## config.mk

```make
export PLATFORM = sky130hd
export DESIGN_NAME = xlat_cache
export DESIGN_NICKNAME = d
export VERILOG_FILES = /design/src/rtl/xlat_pkg.sv /design/src/rtl/xlat_prienc.sv /design/src/rtl/xlat_match.sv /design/src/rtl/xlat_perm.sv /design/src/rtl/xlat_victim.sv /design/src/rtl/xlat_cache.sv
export SDC_FILE = /design/constraint.sdc
export NUM_CORES = 2
export LEC_CHECK = 0
export CAP_MARGIN = 20
export CORE_ASPECT_RATIO = 0.75
export CORE_MARGIN = 2
export CORE_UTILIZATION = 50
export DETAILED_ROUTE_END_ITERATION = 12
export PLACE_DENSITY = 0.66
export SLEW_MARGIN = 20
export SYNTH_ARGS = -nofsm -noshare
export SYNTH_HDL_FRONTEND = slang
export SYNTH_SLANG_ARGS = --single-unit
```

## constraint.sdc

```tcl
create_clock -name clk -period 15.8 [get_ports clk]
set_input_delay 1.58 -clock clk [delete_from_list [all_inputs] [get_ports clk]]
set_output_delay 1.58 -clock clk [all_outputs]
set_load 0.01 [all_outputs]
```

## src/rtl/xlat_pkg.sv

```systemverilog
package xlat_pkg;

   typedef enum logic [1:0] {
      ACC_READ  = 2'b00,
      ACC_WRITE = 2'b01,
      ACC_FETCH = 2'b10,
      ACC_RSVD  = 2'b11
   } acc_kind_e;

   typedef struct packed {
      logic wr;
      logic ex;
      logic usr;
      logic nc;
   } perm_t;

endpackage

```

## src/rtl/xlat_prienc.sv

```systemverilog
module xlat_prienc #(
   parameter int N     = 32,
   parameter int IDX_W = $clog2(N)
) (
   input  logic [N-1:0]     vec,
   output logic             found,
   output logic [IDX_W-1:0] idx
);
   // lowest set bit wins
   always_comb begin
      found = 1'b0;
      idx   = '0;
      for (int i = N - 1; i >= 0; i--) begin
         if (vec[i]) begin
            found = 1'b1;
            idx   = IDX_W'(i);
         end
      end
   end
endmodule

```

## src/rtl/xlat_match.sv

```systemverilog
module xlat_match #(
   parameter int N     = 32,
   parameter int VPN_W = 20,
   parameter int PID_W = 8
) (
   input  logic [N-1:0]     valid,
   input  logic [VPN_W-1:0] tag   [N],
   input  logic [PID_W-1:0] owner [N],
   input  logic [VPN_W-1:0] lk_vpn,
   input  logic [PID_W-1:0] lk_pid,
   input  logic [PID_W-1:0] kill_pid,
   output logic [N-1:0]     hit_vec,
   output logic [N-1:0]     kill_vec
);
   for (genvar g = 0; g < N; g++) begin : g_cmp
      assign hit_vec[g]  = valid[g] && (tag[g] == lk_vpn) && (owner[g] == lk_pid);
      assign kill_vec[g] = valid[g] && (owner[g] == kill_pid);
   end
endmodule

```

## src/rtl/xlat_perm.sv

```systemverilog
module xlat_perm
   import xlat_pkg::*;
(
   input  acc_kind_e kind,
   input  logic      user,
   input  perm_t     perm,
   output logic      fault
);
   logic bad_wr, bad_usr, bad_ex;

   always_comb begin
      bad_wr  = (kind == ACC_WRITE) && !perm.wr;
      bad_usr = user && !perm.usr;
      bad_ex  = (kind == ACC_FETCH) && !perm.ex;
      fault   = bad_wr || bad_usr || bad_ex;
   end
endmodule

```

## src/rtl/xlat_victim.sv

```systemverilog
module xlat_victim #(
   parameter int N     = 32,
   parameter int IDX_W = $clog2(N)
) (
   input  logic [N-1:0]     valid,
   input  logic [N-1:0]     acc,
   input  logic [N-1:0]     dirty,
   output logic [IDX_W-1:0] vic_idx,
   output logic             all_used
);
   localparam int NCLS = 3;

   logic [N-1:0]     cls_vec   [NCLS];
   logic             cls_found [NCLS];
   logic [IDX_W-1:0] cls_idx   [NCLS];

   // class 0: empty slot, class 1: old and clean, class 2: old and modified
   assign cls_vec[0] = ~valid;
   assign cls_vec[1] = valid & ~acc & ~dirty;
   assign cls_vec[2] = valid & ~acc & dirty;

   for (genvar k = 0; k < NCLS; k++) begin : g_cls
      xlat_prienc #(.N(N), .IDX_W(IDX_W)) u_enc (
         .vec   (cls_vec[k]),
         .found (cls_found[k]),
         .idx   (cls_idx[k])
      );
   end

   always_comb begin
      vic_idx  = '0;
      all_used = 1'b1;
      for (int k = NCLS - 1; k >= 0; k--) begin
         if (cls_found[k]) begin
            vic_idx  = cls_idx[k];
            all_used = 1'b0;
         end
      end
   end
endmodule

```

## src/rtl/xlat_cache.sv

```systemverilog
module xlat_cache
   import xlat_pkg::*;
#(
   parameter int ENTRIES = 32,
   parameter int VPN_W   = 20,
   parameter int PPN_W   = 20,
   parameter int PID_W   = 8
) (
   input  logic             clk,
   input  logic             rst_n,
   input  logic             lk_valid,
   input  logic [VPN_W-1:0] lk_vpn,
   input  logic [PID_W-1:0] lk_pid,
   input  logic [1:0]       lk_kind,
   input  logic             lk_user,
   input  logic             fill_valid,
   input  logic [VPN_W-1:0] fill_vpn,
   input  logic [PID_W-1:0] fill_pid,
   input  logic [PPN_W-1:0] fill_ppn,
   input  logic             fill_wr,
   input  logic             fill_ex,
   input  logic             fill_usr,
   input  logic             fill_nc,
   input  logic             flush_all,
   input  logic             flush_pid_en,
   input  logic [PID_W-1:0] flush_pid,
   output logic             rsp_valid,
   output logic             rsp_hit,
   output logic             rsp_miss,
   output logic             rsp_fault,
   output logic [PPN_W-1:0] rsp_ppn,
   output logic             rsp_nocache,
   output logic             refill_req,
   output logic [VPN_W-1:0] refill_vpn,
   output logic [PID_W-1:0] refill_pid
);
   localparam int IDX_W = $clog2(ENTRIES);

   if (ENTRIES < 32 || ENTRIES > 256) begin : g_bad_entries
      $error("xlat_cache: ENTRIES must lie in 32..256");
   end
   if (VPN_W < 1 || PPN_W < 1 || PID_W < 1) begin : g_bad_width
      $error("xlat_cache: widths must be positive");
   end

   // entry storage
   logic [ENTRIES-1:0] v_q, a_q, d_q;
   logic [ENTRIES-1:0] v_nxt, a_nxt, d_nxt;
   logic [VPN_W-1:0]   tag_q  [ENTRIES];
   logic [PID_W-1:0]   pid_q  [ENTRIES];
   logic [PPN_W-1:0]   ppn_q  [ENTRIES];
   perm_t              perm_q [ENTRIES];

   logic [ENTRIES-1:0] hit_vec, kill_vec, set_a, set_d;
   logic               any_hit;
   logic [IDX_W-1:0]   hit_idx;
   logic [IDX_W-1:0]   vic_idx;
   logic               all_used;
   logic               fault;
   logic               fill_go;
   perm_t              hit_perm;
   acc_kind_e          kind;

   assign kind = acc_kind_e'(lk_kind);

   xlat_match #(.N(ENTRIES), .VPN_W(VPN_W), .PID_W(PID_W)) u_match (
      .valid    (v_q),
      .tag      (tag_q),
      .owner    (pid_q),
      .lk_vpn   (lk_vpn),
      .lk_pid   (lk_pid),
      .kill_pid (flush_pid),
      .hit_vec  (hit_vec),
      .kill_vec (kill_vec)
   );

   xlat_prienc #(.N(ENTRIES), .IDX_W(IDX_W)) u_hit_enc (
      .vec   (hit_vec),
      .found (any_hit),
      .idx   (hit_idx)
   );

   assign hit_perm = perm_q[hit_idx];

   xlat_perm u_perm (
      .kind  (kind),
      .user  (lk_user),
      .perm  (hit_perm),
      .fault (fault)
   );

   xlat_victim #(.N(ENTRIES), .IDX_W(IDX_W)) u_victim (
      .valid    (v_q),
      .acc      (a_q),
      .dirty    (d_q),
      .vic_idx  (vic_idx),
      .all_used (all_used)
   );

   // flag and valid next-state
   always_comb begin
      fill_go = fill_valid && !flush_all && !flush_pid_en;
      set_a   = lk_valid ? hit_vec : '0;
      set_d   = (lk_valid && kind == ACC_WRITE && !fault) ? hit_vec : '0;

      if (flush_all)         v_nxt = '0;
      else if (flush_pid_en) v_nxt = v_q & ~kill_vec;
      else                   v_nxt = v_q;

      a_nxt = a_q | set_a;
      d_nxt = d_q | set_d;

      if (fill_go) begin
         if (all_used) a_nxt = '0;
         v_nxt[vic_idx] = 1'b1;
         a_nxt[vic_idx] = 1'b0;
         d_nxt[vic_idx] = 1'b0;
      end
   end

   always_ff @(posedge clk or negedge rst_n) begin
      if (!rst_n) begin
         v_q <= '0;
         a_q <= '0;
         d_q <= '0;
      end else begin
         v_q <= v_nxt;
         a_q <= a_nxt;
         d_q <= d_nxt;
      end
   end

   // payload storage, no reset needed: gated by v_q
   always_ff @(posedge clk) begin
      if (fill_go) begin
         tag_q[vic_idx]  <= fill_vpn;
         pid_q[vic_idx]  <= fill_pid;
         ppn_q[vic_idx]  <= fill_ppn;
         perm_q[vic_idx] <= '{wr: fill_wr, ex: fill_ex, usr: fill_usr, nc: fill_nc};
      end
   end

   // registered answer
   always_ff @(posedge clk or negedge rst_n) begin
      if (!rst_n) begin
         rsp_valid   <= 1'b0;
         rsp_hit     <= 1'b0;
         rsp_miss    <= 1'b0;
         rsp_fault   <= 1'b0;
         rsp_ppn     <= '0;
         rsp_nocache <= 1'b0;
         refill_req  <= 1'b0;
         refill_vpn  <= '0;
         refill_pid  <= '0;
      end else begin
         rsp_valid   <= lk_valid;
         rsp_hit     <= lk_valid && any_hit;
         rsp_miss    <= lk_valid && !any_hit;
         rsp_fault   <= lk_valid && any_hit && fault;
         rsp_ppn     <= (lk_valid && any_hit) ? ppn_q[hit_idx] : '0;
         rsp_nocache <= lk_valid && any_hit && hit_perm.nc;
         refill_req  <= lk_valid && !any_hit;
         if (lk_valid) begin
            refill_vpn <= lk_vpn;
            refill_pid <= lk_pid;
         end
      end
   end

endmodule

```

# --- Word-level counts from Yosys, hierarchy flattened ---
# Memory sizes are Yosys's and may differ from the RTL's.
# Cells that the tools add are included.
op_classes:
  order_cmp: 4
  eq_ne: 98
  muxes: 282
  bitwise_logic: 15
  reduce_logical: 118
op_table:
  columns: ["operator", "count"]
  rows:
  - ["$mux 5", 131]
  - ["$bwmux 640", 1]
  - ["$eq 20x20->1", 32]
  - ["$eq 8x8->1", 64]
  - ["$mux 32", 9]
  - ["$bwmux 256", 1]
  - ["$and 32x32->32", 6]
  - ["$not 32->32", 5]
  - ["$mux 1", 134]
  - ["$logic_and 1x1->1", 109]
  - ["$demux 20 s5", 1]
  - ["$or 32x32->32", 3]
  - ["$demux 8 s5", 1]
  - ["$mux 20", 2]
  - ["$mux 8", 1]
  - ["$logic_not 1->1", 7]
  - ["$ge 6x6->1 const B", 1]
  - ["$lt 5x6->1 const B", 1]
  - ["$lt 6x1->1 const B", 1]
  - ["$not 5->6", 1]
  - ["$demux 1 s5", 1]
  - ["$ge 5x1->1 const B", 1]
  - ["$eq 2x1->1 const B", 1]
  - ["$eq 2x2->1 const B", 1]
  - ["$logic_or 1x1->1", 2]
totals:
  ff_bits: 1045
  ramBits: 768
  in_bits: 97
  word_cells: 594
  memories: 2
memory_table:
  columns: ["name", "depth", "width", "rd", "rd_clocked_by_memory_dff", "write_ports", "line", "rtl"]
  rows:
  - ["ppn_q", 32, 20, 1, 0, 1, "xlat_cache.sv:51", "logic [PPN_W-1:0] ppn_q [ENTRIES];"]
  - ["perm_q", 32, 4, 1, 0, 1, "xlat_cache.sv:52", "perm_t perm_q [ENTRIES];"]

# --- Depth between registers and ports, before layout ---
# An unclocked memory read counts as a cell.
logic_depth:
  depth_word: 46
  mapped_depth: 22
  depth_no_buf: 15

# --- Modules after synthesis ---
# From an unflattened synthesis, not the netlist that was laid out.
hier_totals:
  cells_unflattened: 4644
  hier_area_um2: 77420.5
by_module_without_submodules:
  columns: ["module", "instances", "cells_each", "area_per_inst_um2", "seq_area_each_um2"]
  rows:
  - ["xlat_cache", 1, 2549, 61500.2, 53696.5]
  - ["xlat_match", 1, 1712, 13753.2, 0.0]
  - ["xlat_prienc", 4, 65, 370.4, 0.0]
  - ["xlat_victim", 1, 119, 660.6, 0.0]
  - ["xlat_perm", 1, 4, 25.0, 0.0]

# --- Worst setup path after synthesis ---
# OpenSTA, ideal clock, no wires.
synth_path:
  path_kind: "reg2reg"
  startpoint: "register v_q[1]"
  endpoint: "memory perm_q[5][0] in the netlist's numbering (enable)"
  setup_time_ns: 0.533
  arrival_time_ns: 6.373
  required_time_ns: 15.267
  slack_ns: 8.894
  stages_incl_launch_ff: 13
  path_cell_list: "dfrtp_1 clkbuf_1 nor3b_1 nor4_1 nand3_1 or2_2 nor2_1 and2_1 nor4b_1 a21oi_1 o22a_1 or3_1 nor3_1"
synth_via:
  elab_chain_len: 7
synth_rtl:
  columns: ["item", "line", "rtl"]
  rows:
  - ["start: declaration", "xlat_cache.sv:47", "logic [ENTRIES-1:0] v_q, a_q, d_q;"]
  - ["start signal: assignment", "xlat_cache.sv:127", "v_q <= v_nxt;"]
  - ["$and 32x32->32", "xlat_victim.sv:19, xlat_victim.sv:20", null]
  - ["$and 32x32->32", "xlat_victim.sv:20", "assign cls_vec[2] = valid & ~acc & dirty;"]
  - ["$mux 5 or $mux 1 (tied branches) (2 in a row)", "xlat_prienc.sv:14", "if (vec[i]) begin"]
  - ["$mux 5 (2 in a row)", "xlat_victim.sv:34", "if (cls_found[k]) begin"]
  - ["$mux 5 (*)", "xlat_victim.sv:34", null]
  - ["end: declaration", "xlat_cache.sv:52", null]
# Mark *: on every way between the ends. The rest lies on a longest branch, timed or not.

# --- Worst setup path after layout ---
layout_path:
  startpoint: "input port lk_pid[3]"
  endpoint: "register rsp_ppn[7]"
layout_via:
  elab_chain_len: 36
layout_rtl:
  columns: ["item", "line", "rtl"]
  rows:
  - ["start: declaration", "xlat_cache.sv:13", "input logic [PID_W-1:0] lk_pid,"]
  - ["$eq 8x8->1", "xlat_match.sv:16", "assign hit_vec[g] = valid[g] && (tag[g] == lk_vpn) && (owner[g] == lk_pid);"]
  - ["$logic_and 1x1->1", "xlat_match.sv:16", null]
  - ["$mux 5 or $mux 1 (tied branches) (32 in a row)", "xlat_prienc.sv:14", null]
  - ["$mem_v2 32x20 or $logic_and 1x1->1 (tied branches)", null, null]
  - ["$mux 20 (*)", "xlat_cache.sv:160", "rsp_ppn <= (lk_valid && any_hit) ? ppn_q[hit_idx] : '0;"]
  - ["end signal: assignment", "xlat_cache.sv:160", null]
  - ["end: declaration", "xlat_cache.sv:31", "output logic [PPN_W-1:0] rsp_ppn,"]
# Marks and branches as above.
# A chain may end at the register's enable or synchronous reset.

==> metrics list <==
- Buffer count from post-CTS setup fixing: 0
- Max-slew headroom at the worst pin: 21.1%
* Total congestion overflow: 0
- Die footprint: 0.168 sq mm
* Vias in the first global route: 51100
- Number of input and output port buffers inserted: 150
- In this run the power density over the cells is 110 mW/mm^2.
- Crit path launch type: primary input
- Portion of the post-synthesis area used by sequential elements: 65.2%
- DRC errors left: 0
- Static timing analysis puts the maximum clock frequency at 122 MHz.
- Clock skew on the completed layout was measured at 0.0501 ns.
* Initial Util: 50.5%
- The Yosys step of the flow raised 0 warnings.
* XOR/XNOR share of the synthesized area: 12.1%
* Latest clock arrival within the worst-skew pair: 0.84 ns
- TritonCTS Buffers: 173
- From left edge to right edge, the die measures 473 um.
- Run status: finished clean
* Endpoint of the worst hold-timing path: refill_vpn[7]$_DFFE_PN0P_
- Of the total power, registers draw 52.0%.
- Core Box Area: 0.163 sq mm
- Per report_power, the combinational group accounts for 5.6% of the total.
* Detailed-router iteration count before antenna repair: 9
* Layout cells sized above 1: 11.5%
- Leading cell types in the layout, fill and taps excluded: sky130_fd_sc_hd__edfxtp_1 (1664), sky130_fd_sc_hd__xnor2_1 (673), sky130_fd_sc_hd__xor2_1 (462)
* Max-cap viol count: 0
* Share of synthesized area spent on multiplexers: 3.46%
- Total of endpoints with negative setup slack in the final report: 0
- CTS built an H-tree with a depth of 4.
* Number of DRC markers after the initial detailed-route iteration: 9531
- Post-route clock period utilization: 52.0%
* Number of enable-type register cells in the synthesized netlist: 1664
- Fraction of the mapped netlist area in compound gates: 5.20%
- For the final routed database, the setup TNS stands at 0 ns.
* Maximum number of pins on one net before global-route repair: 175
- Counting instances, the worst hold path has a depth of 1.
* Hold violation total from the final report: 0
- Critical register-to-register path startpoint: v_q[7]$_DFF_PN0_
- Number of antenna violations at the first check in global routing: 17
- The worst setup path is of the primary input to flip-flop kind.
* Most used flip-flop cell after synthesis: sky130_fd_sc_hd__edfxtp_1
* Synthesized cell area: 0.0823 sq mm
- Counting flops and latches in the post-synthesis netlist gives 1813.
- Sw Pwr: 2.34 mW
- Average vias per placed instance: 6.55
- Setup repair after global routing left no endpoint under its margin.
* Reg-to-Reg End: rsp_ppn[7]$_DFF_PN0_
- Via total after detailed routing: 55200
- Worst Hold Class: flip-flop to flip-flop
- Final period demand of the worst path: 8.21 ns
* CP Max Fanout: 88
* WL final: 287000 um
- Launch point of the worst hold path: refill_vpn[7]$_DFFE_PN0P_
* Avg Inst Size Synth: 13.8 sq um
- Dominant combinational cell family by area after synthesis: XOR/XNOR gates
- Pre-CTS setup slack: 7.05 ns
- Clock-pin slew was measured on the worst setup and hold paths at 0.06 ns.
- The first global-routing pass estimated 396000 um of wire.
- When the netlist entered floorplanning its net count stood at 6078.
- TritonCTS built the clock tree.
* Adder and majority cell fraction of the synthesized area: 0%
- For this design the top-level I/O count stands at 151.
* Pins over their slew limit: 0
- STA puts the critical path data required time at 16.55 ns.
* Number of library cell types mapped by synthesis: 90
* Height of the die: 355 um
* CTS Root Cell: sky130_fd_sc_hd__clkbuf_16
* Share of total power in the clock network: 42.3%
- Gates resized during post-CTS repair numbered 0.
* Simple-Gate Fraction of Synth Area: 11.5%
- Hold_buf cts: 0
* Worst-margin pin slew: 1.18 ns
* Worst setup slack for register-to-register paths: 9.26 ns
- Async set-reset flop share out of synthesis: 8.22%
- The worst setup path is captured at a flip-flop.
- VDD sags by at most 0.119 mV.
* GRT Overall Usage: 33.7%
* Floorplan row count: 128
- Reported leakage power: 30.0 nW
- Sw Share: 23.1%
* Clock Path Buffers: 3
* Number of nets in the final layout: 6230
- The library cell used most frequently in the layout, excluding fill and tap cells, is sky130_fd_sc_hd__edfxtp_1.
* Relative area change from synthesis to final layout: 11.4%
- Total number of clock tree sinks: 1813
- Final weighted congestion in routability-driven placement: 0.975
- DR WL/cell: 34.1 um
- Path depth of the worst reg2reg path: 16
- Sum of net half-perimeters after detailed placement: 163000 um
* Post-layout worst setup margin: 7.59 ns
- Syn Inst Count: 5981
* Design internal power: 7.78 mW
- Post-detailed-route count of antenna-violating nets: 0
- STA puts the critical path data arrival time at 8.96 ns.
## cells by family (layout without fill, tap and decap cells)
| family | Yosys count | after routing |
|---|---|---|
| AOI/OAI and AO/OA | 645 | 645 |
| and+or+nand+nor | 1751 | 1751 |
| muxes | 274 | 274 |
| xor gates and xnor gates | 1136 | 1136 |
| buffers and inverters | 362 | 666 |
| DFF | 1813 | 1813 |
| other | 0 | 2 |
## registers in the layout, summed over array words and instances, names as in the netlist
signal / flops
tag_q: 640
rsp_hit: 1
perm_q: 128
d_q: 32
rsp_valid: 1
refill_req: 1
refill_pid: 8
a_q: 32
ppn_q: 640
v_q: 32
rsp_fault: 1
pid_q: 256
rsp_nocache: 1
refill_vpn: 20
rsp_ppn: 20
## power by group through the flow
| stage | Sequential, mW | Clock [mW] | Combinational [mW] |
|---|---|---|---|
| final | 5.26 | 4.28 | 0.570 |
| after detailed placement | 5.36 | 0 | 0.548 |
| after global placement | 5.36 | 0 | 0.545 |
| after CTS | 5.26 | 4.31 | 0.550 |
| after floorplan | 5.36 | 0 | 0.265 |
| after global routing | 5.26 | 4.49 | 0.579 |
## area by class of cell
type	count	area, sq um
multi-input cells	3806	26900
flip-flops and latches	1813	53700
clock buffers	254	4930
inverters	49	184
diodes	2	5.00
repair buffers	290	2360
clock inverters	73	925
fillers	12900	71200
well taps	2145	2680
## worst max-delay path: stages
cell and delay [ns]:
sky130_fd_sc_hd__buf_2 0.78, sky130_fd_sc_hd__buf_4 0.59, sky130_fd_sc_hd__xnor2_1 0.22, sky130_fd_sc_hd__nand4_1 0.12, sky130_fd_sc_hd__or4_1 0.53, sky130_fd_sc_hd__nor4_1 0.31
sky130_fd_sc_hd__buf_4 0.22, sky130_fd_sc_hd__a21oi_1 0.06, sky130_fd_sc_hd__o2111ai_1 0.46, sky130_fd_sc_hd__a311o_1 0.52, sky130_fd_sc_hd__nor2b_4 0.74, sky130_fd_sc_hd__buf_4 1.00
sky130_fd_sc_hd__buf_4 0.74, sky130_fd_sc_hd__a211oi_1 0.11, sky130_fd_sc_hd__a211oi_1 0.27, sky130_fd_sc_hd__a311oi_1 0.09, sky130_fd_sc_hd__a21oi_1 0.21, sky130_fd_sc_hd__nand2_1 0.12
sky130_fd_sc_hd__a21oi_1 0.17
## stage by stage
step / hold slack, ns / instances / util [%] / area, sq um / total power [mW]
2_1_floorplan: 0.484 / 5981 / - / 82300 / 5.63
3_3_place_gp: 0.496 / 8094 / 52.6 / 85700 / 5.91
3_5_place_dp: 0.495 / 8097 / 52.6 / 85700 / 5.91
4_1_cts: 0.517 / 8424 / 56.2 / 91600 / 10.1
5_1_grt: 0.524 / 8430 / 56.3 / 91700 / 10.3
6_report: 0.512 / 8432 / 56.3 / 91700 / 10.1
## how the worst max path moves through the flow
stage	from	endpoint	slack [ns]
after floorplan	v_q[1]$_DFF_PN0_	perm_q[5][0]$_DFFE_PP_	8.89
after global placement	lk_pid[3]	rsp_ppn[7]$_DFF_PN0_	7.18
after detailed placement	lk_pid[3]	rsp_ppn[7]$_DFF_PN0_	7.05
after CTS	lk_pid[3]	rsp_ppn[7]$_DFF_PN0_	7.90
after global routing	lk_pid[3]	rsp_ppn[7]$_DFF_PN0_	7.56
final	lk_pid[3]	rsp_ppn[7]$_DFF_PN0_	7.59
## metal layers
metal | global-route usage [%] | part of all wire, %
met2 | 47.6 | 42
met3 | 10.9 | 15
met1 | 49.0 | 40
met4 | 11.1 | 3.6
met5 | 0 | 0.010
## synthesized netlist by cell type, types with 50 or more instances
cell | count | area (sq um)
sky130_fd_sc_hd__a21oi_1 | 226 | 1130
sky130_fd_sc_hd__o21ai_0 | 95 | 475
sky130_fd_sc_hd__nand2_1 | 398 | 1490
sky130_fd_sc_hd__nand3_1 | 130 | 651
sky130_fd_sc_hd__buf_2 | 50 | 250
sky130_fd_sc_hd__nor2_1 | 200 | 751
sky130_fd_sc_hd__mux2i_1 | 192 | 1920
sky130_fd_sc_hd__mux2_2 | 79 | 890
sky130_fd_sc_hd__nor3_1 | 97 | 485
sky130_fd_sc_hd__nor4_1 | 178 | 1110
sky130_fd_sc_hd__nor3b_1 | 53 | 398
sky130_fd_sc_hd__clkbuf_1 | 122 | 458
sky130_fd_sc_hd__a211oi_1 | 126 | 946
sky130_fd_sc_hd__buf_6 | 56 | 631
sky130_fd_sc_hd__dfrtp_1 | 149 | 3730
sky130_fd_sc_hd__nor2b_1 | 102 | 638
sky130_fd_sc_hd__or2_2 | 55 | 344
sky130_fd_sc_hd__xor2_1 | 462 | 4050
sky130_fd_sc_hd__nand4_1 | 322 | 2010
sky130_fd_sc_hd__edfxtp_1 | 1664 | 50000
sky130_fd_sc_hd__xnor2_1 | 673 | 5890
sky130_fd_sc_hd__nand2b_1 | 53 | 332
Power figures use the tool's default switching activity.
